$ cat config.mk
export PLATFORM = sky130hd
export DESIGN_NAME = ptp_tscap_unit
export DESIGN_NICKNAME = d
export VERILOG_FILES = /design/src/rtl/ptp_tscap_pkg.sv /design/src/rtl/ptp_tscap_cfg.sv /design/src/rtl/ptp_tscap_slot.sv /design/src/rtl/ptp_tscap_rdmux.sv /design/src/rtl/ptp_tscap_unit.sv
export SDC_FILE = /design/constraint.sdc
export NUM_CORES = 1
export LEC_CHECK = 0
export ABC_AREA = 0
export BUFFER_PORTS_ARGS = -buffer_cell sky130_fd_sc_hd__buf_2
export CAP_MARGIN = 20
export CORE_UTILIZATION = 42
export CTS_CLUSTER_DIAMETER = 120
export DETAILED_ROUTE_END_ITERATION = 10
export GPL_TIMING_DRIVEN = 0
export PLACE_DENSITY = 0.66
export SETUP_SLACK_MARGIN = 0.02
export SLEW_MARGIN = 0
export SYNTH_ARGS = -nofsm -noshare
export SYNTH_HDL_FRONTEND = slang
export SYNTH_HIERARCHICAL = 1
export SYNTH_SLANG_ARGS = --single-unit
$ cat constraint.sdc
create_clock -name clk -period 2 [get_ports clk]
set_input_delay 0.3 -clock clk [delete_from_list [all_inputs] [get_ports clk]]
set_output_delay 0.3 -clock clk [all_outputs]
set_load 0.01 [all_outputs]
$ cat src/rtl/ptp_tscap_pkg.sv
package ptp_tscap_pkg;

    localparam int DW        = 32;
    localparam int TS_W      = 2 * DW;
    localparam int SEQ_W     = 16;
    localparam int PM_W      = 11;
    localparam int RM_W      = 14;
    localparam int EN_W      = 3;
    localparam int OFF_W     = 3;
    localparam int VALID_BIT = 16;

    localparam logic [EN_W-1:0] EN_ON  = '1;
    localparam logic [PM_W-1:0] PM_RST = '1;
    localparam logic [RM_W-1:0] RM_RST = '1;

    typedef enum logic [OFF_W-1:0] {
        OFF_STAT = 3'd0,
        OFF_TLO  = 3'd1,
        OFF_THI  = 3'd2,
        OFF_EN   = 3'd3,
        OFF_PM   = 3'd4,
        OFF_RM   = 3'd5
    } off_e;

    typedef struct packed {
        logic [EN_W-1:0] en;
        logic [PM_W-1:0] pm;
        logic [RM_W-1:0] rm;
    } cfg_t;

    typedef struct packed {
        logic             valid;
        logic [SEQ_W-1:0] seq;
        logic [TS_W-1:0]  ts;
    } slot_t;

    // The packet passes when capture is on and each class vector keeps an unmasked hit.
    function automatic logic qualifies(cfg_t c, logic [PM_W-1:0] ph, logic [RM_W-1:0] rh);
        return (c.en == EN_ON) && (|(ph & ~c.pm)) && (|(rh & ~c.rm));
    endfunction

    function automatic logic [DW-1:0] status_word(slot_t s);
        logic [DW-1:0] w;
        w = '0;
        w[VALID_BIT]   = s.valid;
        w[SEQ_W-1:0]   = s.seq;
        return w;
    endfunction

endpackage

$ cat src/rtl/ptp_tscap_cfg.sv
module ptp_tscap_cfg
    import ptp_tscap_pkg::*;
(
    input  logic             clk,
    input  logic             rst,
    input  logic             wr_hit_i,
    input  logic [OFF_W-1:0] wr_off_i,
    input  logic [RM_W-1:0]  wr_data_i,
    output cfg_t             cfg_o,
    output logic             arm_o
);

    cfg_t cfg_q;

    always_ff @(posedge clk) begin
        if (rst) begin
            cfg_q.en <= '0;
            cfg_q.pm <= PM_RST;
            cfg_q.rm <= RM_RST;
        end else if (wr_hit_i) begin
            case (wr_off_i)
                OFF_EN:  cfg_q.en <= wr_data_i[EN_W-1:0];
                OFF_PM:  cfg_q.pm <= wr_data_i[PM_W-1:0];
                OFF_RM:  cfg_q.rm <= wr_data_i[RM_W-1:0];
                default: ;
            endcase
        end
    end

    // Turning capture on discards whatever the slot still holds.
    assign arm_o = wr_hit_i && (wr_off_i == OFF_EN)
                   && (wr_data_i[EN_W-1:0] == EN_ON) && (cfg_q.en != EN_ON);
    assign cfg_o = cfg_q;

endmodule

$ cat src/rtl/ptp_tscap_slot.sv
module ptp_tscap_slot
    import ptp_tscap_pkg::*;
(
    input  logic             clk,
    input  logic             rst,
    input  logic             take_i,
    input  logic             drop_i,
    input  logic [SEQ_W-1:0] seq_i,
    input  logic [TS_W-1:0]  time_i,
    output slot_t            slot_o
);

    slot_t slot_q;

    always_ff @(posedge clk) begin
        if (rst) begin
            slot_q <= '0;
        end else if (drop_i) begin
            slot_q <= '0;
        end else if (take_i && !slot_q.valid) begin
            slot_q.valid <= 1'b1;
            slot_q.seq   <= seq_i;
            slot_q.ts    <= time_i;
        end
    end

    assign slot_o = slot_q;

endmodule

$ cat src/rtl/ptp_tscap_rdmux.sv
module ptp_tscap_rdmux
    import ptp_tscap_pkg::*;
(
    input  logic [OFF_W-1:0] off_i,
    input  cfg_t             cfg_i,
    input  slot_t            slot_i,
    output logic [DW-1:0]    data_o
);

    always_comb begin
        data_o = '0;
        case (off_i)
            OFF_STAT: data_o = status_word(slot_i);
            OFF_TLO:  data_o = slot_i.ts[DW-1:0];
            OFF_THI:  data_o = slot_i.ts[TS_W-1:DW];
            OFF_EN:   data_o[EN_W-1:0] = cfg_i.en;
            OFF_PM:   data_o[PM_W-1:0] = cfg_i.pm;
            OFF_RM:   data_o[RM_W-1:0] = cfg_i.rm;
            default:  data_o = '0;
        endcase
    end

endmodule

$ cat src/rtl/ptp_tscap_unit.sv
module ptp_tscap_unit
    import ptp_tscap_pkg::*;
#(
    parameter  int CH_N = 2,
    localparam int CH_W = (CH_N > 1) ? $clog2(CH_N) : 1,
    localparam int AW   = CH_W + OFF_W
) (
    input  logic                  clk,
    input  logic                  rst,
    input  logic [TS_W-1:0]       time_i,
    input  logic [CH_N-1:0]       match_i,
    input  logic [CH_N*SEQ_W-1:0] seq_i,
    input  logic [CH_N*PM_W-1:0]  phit_i,
    input  logic [CH_N*RM_W-1:0]  rhit_i,
    input  logic                  wr_en_i,
    input  logic [AW-1:0]         wr_addr_i,
    input  logic [DW-1:0]         wr_data_i,
    input  logic [AW-1:0]         rd_addr_i,
    output logic [DW-1:0]         rd_data_o
);

    logic [CH_W-1:0]        wr_ch, rd_ch;
    logic [OFF_W-1:0]       wr_off, rd_off;
    logic [CH_N-1:0]        slot_valid, clr_v, en_on_v;
    logic [CH_N*TS_W-1:0]   ts_flat;
    logic [CH_N*SEQ_W-1:0]  seq_flat;
    logic [DW-1:0]          ch_rd [CH_N];
    logic                   wr_data_unused;

    assign wr_ch  = wr_addr_i[AW-1 -: CH_W];
    assign wr_off = wr_addr_i[OFF_W-1:0];
    assign rd_ch  = rd_addr_i[AW-1 -: CH_W];
    assign rd_off = rd_addr_i[OFF_W-1:0];
    assign wr_data_unused = ^{wr_data_i[DW-1:VALID_BIT+1], wr_data_i[VALID_BIT-1:RM_W]};

    for (genvar c = 0; c < CH_N; c++) begin : g_ch
        logic  wr_hit, sw_clr, arm, ok;
        cfg_t  cfg;
        slot_t slot;

        assign wr_hit = wr_en_i && (wr_ch == CH_W'(c));
        assign sw_clr = wr_hit && (wr_off == OFF_STAT) && wr_data_i[VALID_BIT];

        ptp_tscap_cfg u_cfg (
            .clk       (clk),
            .rst       (rst),
            .wr_hit_i  (wr_hit),
            .wr_off_i  (wr_off),
            .wr_data_i (wr_data_i[RM_W-1:0]),
            .cfg_o     (cfg),
            .arm_o     (arm)
        );

        assign ok       = match_i[c] && qualifies(cfg, phit_i[c*PM_W +: PM_W],
                                                  rhit_i[c*RM_W +: RM_W]);
        assign clr_v[c] = sw_clr | arm;

        ptp_tscap_slot u_slot (
            .clk    (clk),
            .rst    (rst),
            .take_i (ok),
            .drop_i (clr_v[c]),
            .seq_i  (seq_i[c*SEQ_W +: SEQ_W]),
            .time_i (time_i),
            .slot_o (slot)
        );

        ptp_tscap_rdmux u_rd (
            .off_i  (rd_off),
            .cfg_i  (cfg),
            .slot_i (slot),
            .data_o (ch_rd[c])
        );

        assign slot_valid[c]              = slot.valid;
        assign en_on_v[c]                 = (cfg.en == EN_ON);
        assign ts_flat[c*TS_W +: TS_W]    = slot.ts;
        assign seq_flat[c*SEQ_W +: SEQ_W] = slot.seq;
    end

    always_comb begin
        rd_data_o = '0;
        for (int c = 0; c < CH_N; c++) begin
            if (rd_ch == CH_W'(c)) rd_data_o = ch_rd[c];
        end
    end

endmodule

==> results of run 1 <==
[cell families after synthesis]
logic type	count (synthesis)	share of synthesized area
mux	144	0.140
buf+inv	154	0.0874
simple gates	517	0.197
compound gates	284	0.169
flops	218	0.406
[layer usage]
metal	vias to the layer above	wire length, µm	track usage
li1	4906	-	-
met5	-	0	0
met3	70	2510	0.0352
met2	402	16900	0.435
met1	4867	16100	0.378
met4	0	1360	0.117
[layout make-up]
type	count	area [µm²]
Antenna cell	3	7.51
Buffer	104	851
Clock buffer	37	711
Clock inverter	2	60.1
Fill cell	2411	11500
Inverter	48	180
Multi-Input combinational cell	945	5800
Sequential cell	218	4440
Tap cell	330	413
Timing Repair Buffer	212	1180
[through the flow]
stage,utilization,setup TNS [ns],total power [mW],instance area [µm²],hold slack (ns)
2_1_floorplan,-,0,4.88,10700,0.432
3_3_place_gp,0.485,-63.05,5.30,12200,0.441
3_5_place_dp,0.485,-62.43,5.30,12200,0.446
4_1_cts,0.531,-0.982,9.71,13300,0.0133
5_1_grt,0.543,-1.39,10.0,13600,0.0186
6_report,0.543,-1.03,9.70,13600,0.0238
[worst max-delay path: stages (launching register included)]
cell	delay [ns]
dfxtp_2	0.34
mux2_4	0.29
a32oi_1	0.16
o221ai_1	0.15
mux2_4	0.30
buf_6	0.13
[what timing repair did]
item / 4_1_cts / 5_1_grt
resized for setup: 96 / 104
cloned: 0 / 0
setup buffers: 8 / 1
pin swaps: 19 / 12
setup endpoints to repair: 184 / 191
hold buffers: 0 / 0
[power by group]
group	internal, mW	total (mW)	switching (mW)	leakage (nW)
logic	0.393	0.935	0.542	3.42
registers	4.35	4.37	0.0173	1.75
clock network	2.67	4.39	1.72	0.375
[registers in the layout, summed over array words and instances, names as in the netlist]
register,flops
g_ch.u_slot/slot_o,162
g_ch.u_cfg/cfg_o,56
[worst min path at each step]
stage / endpoint / slack [ns] / cells after the start
final: g_ch[0].u_slot/slot_o[77] / 0.02 / 3
after global routing: g_ch[0].u_slot/slot_o[73] / 0.02 / 3
after CTS: g_ch[0].u_slot/slot_o[77] / 0.01 / 3
after detailed placement: g_ch[1].u_slot/slot_o[63] / 0.45 / 2
after global placement: g_ch[0].u_slot/slot_o[11] / 0.44 / 2
after floorplan: g_ch[0].u_slot/slot_o[76] / 0.43 / 2
[cell usage after synthesis, types with 2 or more instances]
cell | number | area, µm²
clkbuf_1 | 12 | 45.0
mux2_1 | 4 | 45.0
buf_4 | 12 | 90.1
or2_1 | 10 | 62.6
a222oi_1 | 2 | 20.0
o32ai_1 | 8 | 70.1
nor2_1 | 119 | 447
a31oi_1 | 2 | 12.5
mux2i_1 | 108 | 1080
nor2b_1 | 12 | 75.1
and3_1 | 4 | 25.0
nand2b_1 | 20 | 125
inv_1 | 48 | 180
o21ai_1 | 4 | 20.0
o22ai_1 | 26 | 163
and4b_1 | 4 | 40.0
a21oi_1 | 170 | 851
dfxtp_1 | 218 | 4360
a31o_1 | 10 | 87.6
o221ai_1 | 6 | 52.6
a22oi_2 | 20 | 250
nor3b_1 | 2 | 15.0
buf_6 | 34 | 383
nand3_1 | 3 | 15.0
a32oi_1 | 4 | 35.0
a21o_1 | 10 | 75.1
nand2_1 | 334 | 1250
nand4bb_1 | 2 | 22.5
buf_2 | 48 | 240
nand4_1 | 2 | 12.5
a221oi_1 | 4 | 35.0
a22oi_1 | 12 | 90.1
mux2_2 | 28 | 315
nor3_1 | 4 | 20.0
o22a_1 | 4 | 35.0
mux2_4 | 4 | 60.1
==> impl_metrics.env, run 1 <==
export IMPL_status="finished with violations"
export IMPL_violations="setup timing"
export IMPL_area_growth_pct=27.0
export IMPL_crit_type="reg2out"
export IMPL_dp_cells=1850
export IMPL_arrival_ns=1.87
export IMPL_synth_edff_count=0
export IMPL_ys_ff_latch=218
export IMPL_htree_num_levels=1
export IMPL_hpwl_um=27300
export IMPL_seq_area_frac_synth=0.406
export IMPL_regToRegStartpoint="g_ch[1].u_cfg/cfg_o[12]"
export IMPL_power_density_nw_per_um2=711
export IMPL_clkSinkCount=218
export IMPL_grt_first_pass_wirelength_um=55300
export IMPL_worst_setup_path_start_kind="flop"
export IMPL_dr_pass1_iters=5
export IMPL_end_kind="output port"
export IMPL_async_reset_ff_frac=0
export IMPL_layout_setup_ws_ns=-0.168
export IMPL_hold_violations=0
export IMPL_routed_via_density=5.39
export IMPL_mappedNetlistNets=1508
export IMPL_die_height_um=162
export IMPL_reg2reg_slack_ns=0.10
export IMPL_fp_row_count=58
export IMPL_io_pins=223
export IMPL_drive_gt1_frac=0.314
export IMPL_r2r_cells=9
export IMPL_hold_path_class="in2reg"
export IMPL_num_vias=10200
export IMPL_final_common_cell="nand2_1"
export IMPL_p_leak_nw=5.55
export IMPL_synthCells=1317
export IMPL_root_buffer="clkbuf_16"
export IMPL_grt_use_total=0.276
export IMPL_grt_pass1_vias=9662
export IMPL_skew_ns=0.00658
export IMPL_path_clk_slew_ns=0.06
export IMPL_min_delay_start="seq_i[13]"
export IMPL_peakVddDrop_mv=0.436
export IMPL_yosysUniqueCellTypes=39
export IMPL_relSlewSlack=0.615
export IMPL_timing_final_max_slew_violations=0
export IMPL_layout_min_cycle_time_ns=2.17
export IMPL_syn_avg_cell_area_um2=8.15
export IMPL_fin_crit_sh=1.08
export IMPL_wl_per_cell_um=19.4
export IMPL_grt_overflow=0
export IMPL_antenna_found_initial=3
export IMPL_syn_area_um2=10700
export IMPL_core_area_um2=25100
export IMPL_stdcell_count=1899
export IMPL_worstReg2RegEnd="g_ch[1].u_slot/slot_o[8]"
export IMPL_place_congestion=0.932
export IMPL_drtAntennaViolNets=0
export IMPL_grt_max_degree=15
export IMPL_cts_buffers=24
export IMPL_nets=1744
export IMPL_startpoint="g_ch[0].u_cfg/cfg_o[14]"
export IMPL_die_area_um2=26200
export IMPL_drt_iter0_drc=945
export IMPL_required_ns=1.70
export IMPL_start_util=0.428
export IMPL_cts_tree="built"
export IMPL_path_max_fanout=3
export IMPL_clock_path_buffers=3
export IMPL_max_freq_mhz=461
export IMPL_rsz0062_at_grt="yes"
export IMPL_final_cell_mix="334 x nand2_1, 219 x buf_2, 169 x dfxtp_1, 165 x a21oi_1, 119 x nor2_1"
export IMPL_synth_ff_type="dfxtp_1"
export IMPL_die_x_um=162
export IMPL_port_buffers=203
export IMPL_critPathCapture="rd_data_o[0]"
export IMPL_synth_warnings=6
export IMPL_place_ws_ns=-0.507
export IMPL_route_detailed_drc=0
export IMPL_setup_violations=12
export IMPL_drt_wl_total_um=36800
export IMPL_tightestPinTransition_ns=0.578
export IMPL_drv_cap=0
export IMPL_clock_latency_ns=0.51
No activity file was read; power rests on OpenSTA's default activity.
==> run 2: changes to the inputs <==
HOLD_SLACK_MARGIN = 0.06   (was default)
==> impl_metrics.env, run 2 (synthesis results as in run 1) <==
export IMPL_grt_util_met2=0.445
export IMPL_arrival_ns=1.86
export IMPL_grt_pass1_vias=9982
export IMPL_use_met1=0.383
export IMPL_clock_path_buffers=3
export IMPL_relSlewSlack=0.619
export IMPL_start_util=0.428
export IMPL_die_area_um2=26200
export IMPL_largest_reg_flops=162
export IMPL_power_switching_mw=2.31
export IMPL_utilization=0.575
export IMPL_cts_buffers=24
export IMPL_timing_final_max_slew_violations=0
export IMPL_peakVddDrop_mv=0.442
export IMPL_die_height_um=162
export IMPL_path_clk_slew_ns=0.06
export IMPL_grt_max_degree=15
export IMPL_hold_violations=0
export IMPL_combPwrFrac=0.108
export IMPL_die_x_um=162
export IMPL_num_vias=10600
export IMPL_grt_use_total=0.280
export IMPL_end_kind="output port"
export IMPL_status="finished with violations"
export IMPL_fin_total_pwr_mw=9.83
export IMPL_path_max_fanout=3
export IMPL_dr_pass1_iters=8
export IMPL_hold_path_cell_count=3
export IMPL_stdcell_count=1974
export IMPL_drv_cap=0
export IMPL_hpwl_um=27300
export IMPL_grt_overflow=0
export IMPL_internal_power_mw=7.52
export IMPL_rsz0062_at_grt="yes"
export IMPL_max_freq_mhz=463
export IMPL_worst_setup_path_start_kind="flop"
export IMPL_wl_per_cell_um=19.1
export IMPL_violations="setup timing"
export IMPL_drt_iter0_drc=1016
export IMPL_cts_tree="built"
export IMPL_grt_util_met3=0.0332
export IMPL_place_congestion=0.932
export IMPL_grt_first_pass_wirelength_um=56400
export IMPL_final_cell_mix="334 x nand2_1, 219 x buf_2, 168 x dfxtp_1, 163 x a21oi_1, 119 x nor2_1"
export IMPL_route_detailed_drc=0
export IMPL_skew_ns=0.00819
export IMPL_tightestPinTransition_ns=0.571
export IMPL_layout_setup_ws_ns=-0.160
export IMPL_hold_path_class="in2reg"
export IMPL_top_usage_layer="met2"
export IMPL_crit_type="reg2out"
export IMPL_whs_ns=0.0668
export IMPL_required_ns=1.70
export IMPL_final_common_cell="nand2_1"
export IMPL_seqPwrFrac=0.445
export IMPL_antenna_found_initial=1
export IMPL_p_leak_nw=5.87
export IMPL_nets=1821
export IMPL_dp_cells=1850
export IMPL_clkSinkCount=218
export IMPL_area_growth_pct=34.4
export IMPL_clock_latency_ns=0.51
export IMPL_fill_cells=2341
export IMPL_core_area_um2=25100
export IMPL_setup_tns_ns=-1.01
export IMPL_pwr_share_clk=0.448
export IMPL_root_buffer="clkbuf_16"
export IMPL_drt_wl_total_um=37700
export IMPL_r2r_cells=10
export IMPL_htree_num_levels=1
export IMPL_power_density_nw_per_um2=681
export IMPL_layout_min_cycle_time_ns=2.16
export IMPL_fin_crit_sh=1.08
export IMPL_fp_row_count=58
export IMPL_routed_via_density=5.37
export IMPL_swShare=0.235
export IMPL_io_pins=223
export IMPL_port_buffers=203
export IMPL_drive_gt1_frac=0.301
export IMPL_drtAntennaViolNets=0
export IMPL_setup_violations=12
run 2: cell types whose count changed in the layout (fill, tap and decap cells not counted), moves of 2 or more:
cell and delta:
buf_8 +2, a21oi_2 +2, diode_2 -2, dlygate4sd3_1 +77
a21oi_1 -2
run 2: power groups by stage:
stage          logic [mW]  clock network (mW)  registers, mW
6_report             1.06                4.40           4.37
5_1_grt              1.11                4.66           4.37
4_1_cts              1.01                4.44           4.37
3_5_place_dp        0.829                   0           4.47
3_3_place_gp        0.827                   0           4.47
2_1_floorplan       0.415                   0           4.46
run 2: layer usage:
metal	share of wire	routed length, µm
met1	0.43	16200
met2	0.46	17200
met3	0.073	2770
met4	0.040	1510
met5	0	0
run 2: path summary, 6_finish.rpt:
| path | start | to | slack [ns] |
|---|---|---|---|
| max | g_ch[0].u_cfg/cfg_o[14] | rd_data_o[0] | -0.16 |
| min | time_i[41] | g_ch[1].u_slot/slot_o[41] | 0.07 |
| max reg2reg | g_ch[1].u_cfg/cfg_o[5] | g_ch[1].u_slot/slot_o[6] | 0.09 |
| min reg2reg | g_ch[0].u_slot/slot_o[7] | g_ch[0].u_slot/slot_o[7] | 0.45 |
run 2: final cells by class:
type	instances	area, µm²	area share
Antenna cell	1	2.50	0.000173
Buffer	104	862	0.0597
Timing Repair Buffer	289	1950	0.135
Multi-Input combinational cell	945	5810	0.403
Clock inverter	2	60.1	0.00416
Clock buffer	37	711	0.0493
Sequential cell	218	4440	0.308
Tap cell	330	413	0.0286
Inverter	48	180	0.0125
run 2: worst max-delay path: stages (launching register included):
cell	delay, ns
dfxtp_2	0.34
mux2_4	0.29
a32oi_1	0.15
o221ai_1	0.15
mux2_4	0.30
buf_6	0.13
run 2: timing repair:
item | 4_1_cts | 5_1_grt
pin swaps | 19 | 12
hold buffers | 76 | 1
endpoints found under the hold margin | 109 | 1
setup endpoints to repair | 184 | 191
gates resized for setup | 96 | 111
buffers inserted | 8 | 1
run 2: through the flow:
stage / area [µm²] / worst slack, ns
2_1_floorplan: 10700 / 0.217
3_3_place_gp: 12200 / -0.487
3_5_place_dp: 12200 / -0.507
4_1_cts: 14100 / -0.185
5_1_grt: 14400 / -0.201
6_report: 14400 / -0.160
==> run 3: changes to the inputs <==
==> constraint.sdc (replaced) <==
create_clock -name clk -period 2.6 [get_ports clk]
set_input_delay 0.39 -clock clk [delete_from_list [all_inputs] [get_ports clk]]
set_output_delay 0.39 -clock clk [all_outputs]
set_load 0.005 [all_outputs]
==> impl_metrics.env, run 3 (synthesis results as in run 1) <==
export IMPL_place_area_um2=12200
export IMPL_arrival_ns=2.09
export IMPL_fp_row_count=58
export IMPL_fin_crit_sh=0.954
export IMPL_area_growth_pct=20.6
export IMPL_stdcell_count=1893
export IMPL_multiInputGateArea_um2=5440
export IMPL_status="completed"
export IMPL_core_area_um2=25100
export IMPL_clkSinkCount=218
export IMPL_drt_wl_total_um=36200
export IMPL_final_cell_mix="334 x nand2_1, 251 x buf_2, 218 x dfxtp_1, 170 x a21oi_1, 119 x nor2_1"
export IMPL_peakVddDrop_mv=0.347
export IMPL_drive_gt1_frac=0.244
export IMPL_power_density_nw_per_um2=570
export IMPL_grt_max_degree=15
export IMPL_place_ws_ns=0.00342
export IMPL_regArea_um2=4360
export IMPL_route_detailed_drc=0
export IMPL_rsz0062_at_grt="no"
export IMPL_hold_path_class="in2reg"
export IMPL_dr_pass1_iters=5
export IMPL_routed_via_density=5.34
export IMPL_clock_path_buffers=3
export IMPL_layout_min_cycle_time_ns=2.48
export IMPL_tightestPinTransition_ns=0.676
export IMPL_hpwl_um=27300
export IMPL_cts_resized=0
export IMPL_skew_ns=0.00870
export IMPL_path_max_fanout=10
export IMPL_crit_type="in2out"
export IMPL_drv_cap=0
export IMPL_die_height_um=162
export IMPL_die_x_um=162
export IMPL_final_area_um2=12900
export IMPL_worst_setup_path_start_kind="primary input"
export IMPL_htree_num_levels=1
export IMPL_num_vias=10100
export IMPL_start_util=0.428
export IMPL_post_cts_buffers=0
export IMPL_clock_latency_ns=0.51
export IMPL_grt_overflow=0
export IMPL_grt_first_pass_wirelength_um=54500
export IMPL_p_leak_nw=5.37
export IMPL_layout_setup_ws_ns=0.119
export IMPL_wl_per_cell_um=19.1
export IMPL_end_kind="output port"
export IMPL_nets=1737
export IMPL_crit_top_cell="buf_2"
export IMPL_grt_use_total=0.272
export IMPL_timing_final_max_slew_violations=0
export IMPL_utilization=0.516
export IMPL_antenna_found_initial=4
export IMPL_crit_family="buffers and inverters"
export IMPL_fill_cells=2510
export IMPL_port_buffers=203
export IMPL_final_common_cell="nand2_1"
export IMPL_path_clk_slew_ns=0.06
export IMPL_crit_path_top_delay_cell="clkbuf_1"
export IMPL_reg2reg_slack_ns=0.52
export IMPL_cts_tree="built"
export IMPL_cp_num_buf_inv=4
export IMPL_crit_path_cell_trace="buf_2 > buf_2 > clkbuf_1 > o221ai_1 > mux2_2 > buf_2"
export IMPL_drt_iter0_drc=929
export IMPL_required_ns=2.21
export IMPL_cts_buffers=24
export IMPL_setup_tns_ns=0
export IMPL_relSlewSlack=0.549
export IMPL_root_buffer="clkbuf_16"
export IMPL_dp_cells=1850
export IMPL_die_area_um2=26200
export IMPL_grt_pass1_vias=9527
export IMPL_hold_violations=0
export IMPL_setup_violations=0
export IMPL_place_congestion=0.932
export IMPL_io_pins=223
export IMPL_critPathMaxStageDelay_ns=0.55
export IMPL_ctsHoldBuffers=0
export IMPL_max_freq_mhz=403
export IMPL_drtAntennaViolNets=0
export IMPL_largest_reg_flops=162
## run 3: cell types whose count changed in the layout (fill, tap and decap cells not counted), moves of 7 or more
cell | before | now
dlygate4sd3_1 | 77 | 0
a21oi_1 | 163 | 170
mux2i_1 | 90 | 108
mux2_2 | 15 | 28
buf_4 | 23 | 12
mux2i_2 | 11 | 0
dfxtp_2 | 45 | 0
mux2i_4 | 7 | 0
mux2_4 | 21 | 4
dfxtp_1 | 168 | 218
buf_2 | 219 | 251
buf_6 | 58 | 34
## run 3: area by class of cell
cell class / count / area share
multi-input cells: 945 / 0.420
flip-flops and latches: 218 / 0.337
repair buffers: 203 / 0.0785
plain buffers: 106 / 0.0586
clock buffers: 37 / 0.0549
well taps: 330 / 0.0319
inverters: 48 / 0.0139
clock inverters: 2 / 0.00464
diodes: 4 / 0.000773
## run 3: stage by stage
| stage | hold slack, ns | power, mW |
|---|---|---|
| 2_1_floorplan | 0.432 | 3.75 |
| 3_5_place_dp | 0.446 | 4.07 |
| 6_report | 0.121 | 7.38 |
| 5_1_grt | 0.109 | 7.62 |
| 3_3_place_gp | 0.441 | 4.07 |
| 4_1_cts | 0.111 | 7.41 |
## run 3: worst paths after layout
path,start,to,cells past startpoint
setup / recovery,rd_addr_i[2],rd_data_o[2],6
setup reg to reg,g_ch[0].u_cfg/cfg_o[25],g_ch[0].u_slot/slot_o[10],8
hold / removal,seq_i[3],g_ch[0].u_slot/slot_o[67],3
hold reg to reg,g_ch[0].u_slot/slot_o[7],g_ch[0].u_slot/slot_o[7],2
## run 3: per-layer routing
layer / global-route usage / share of wire / wire length, µm
met3: 0.0322 / 0.070 / 2530
met4: 0.109 / 0.033 / 1210
met2: 0.430 / 0.45 / 16400
met5: 0 / 0 / 0
met1: 0.376 / 0.44 / 16000
## run 3: report_power, final
group / leakage (nW) / internal (mW) / switching, mW
Sequential: 1.76 / 3.35 / 0.0117
Combinational: 3.23 / 0.257 / 0.388
Clock: 0.375 / 2.05 / 1.32
Total: 5.37 / 5.66 / 1.72
## run 3: worst register-to-register path: cells and delay by family (launching register included)
family                 cells  cell delay, ns
buffers and inverters      2            0.42
DFF                        1            0.43
AOI/OAI and AO/OA          3            0.72
and+or+nand+nor            3            0.44
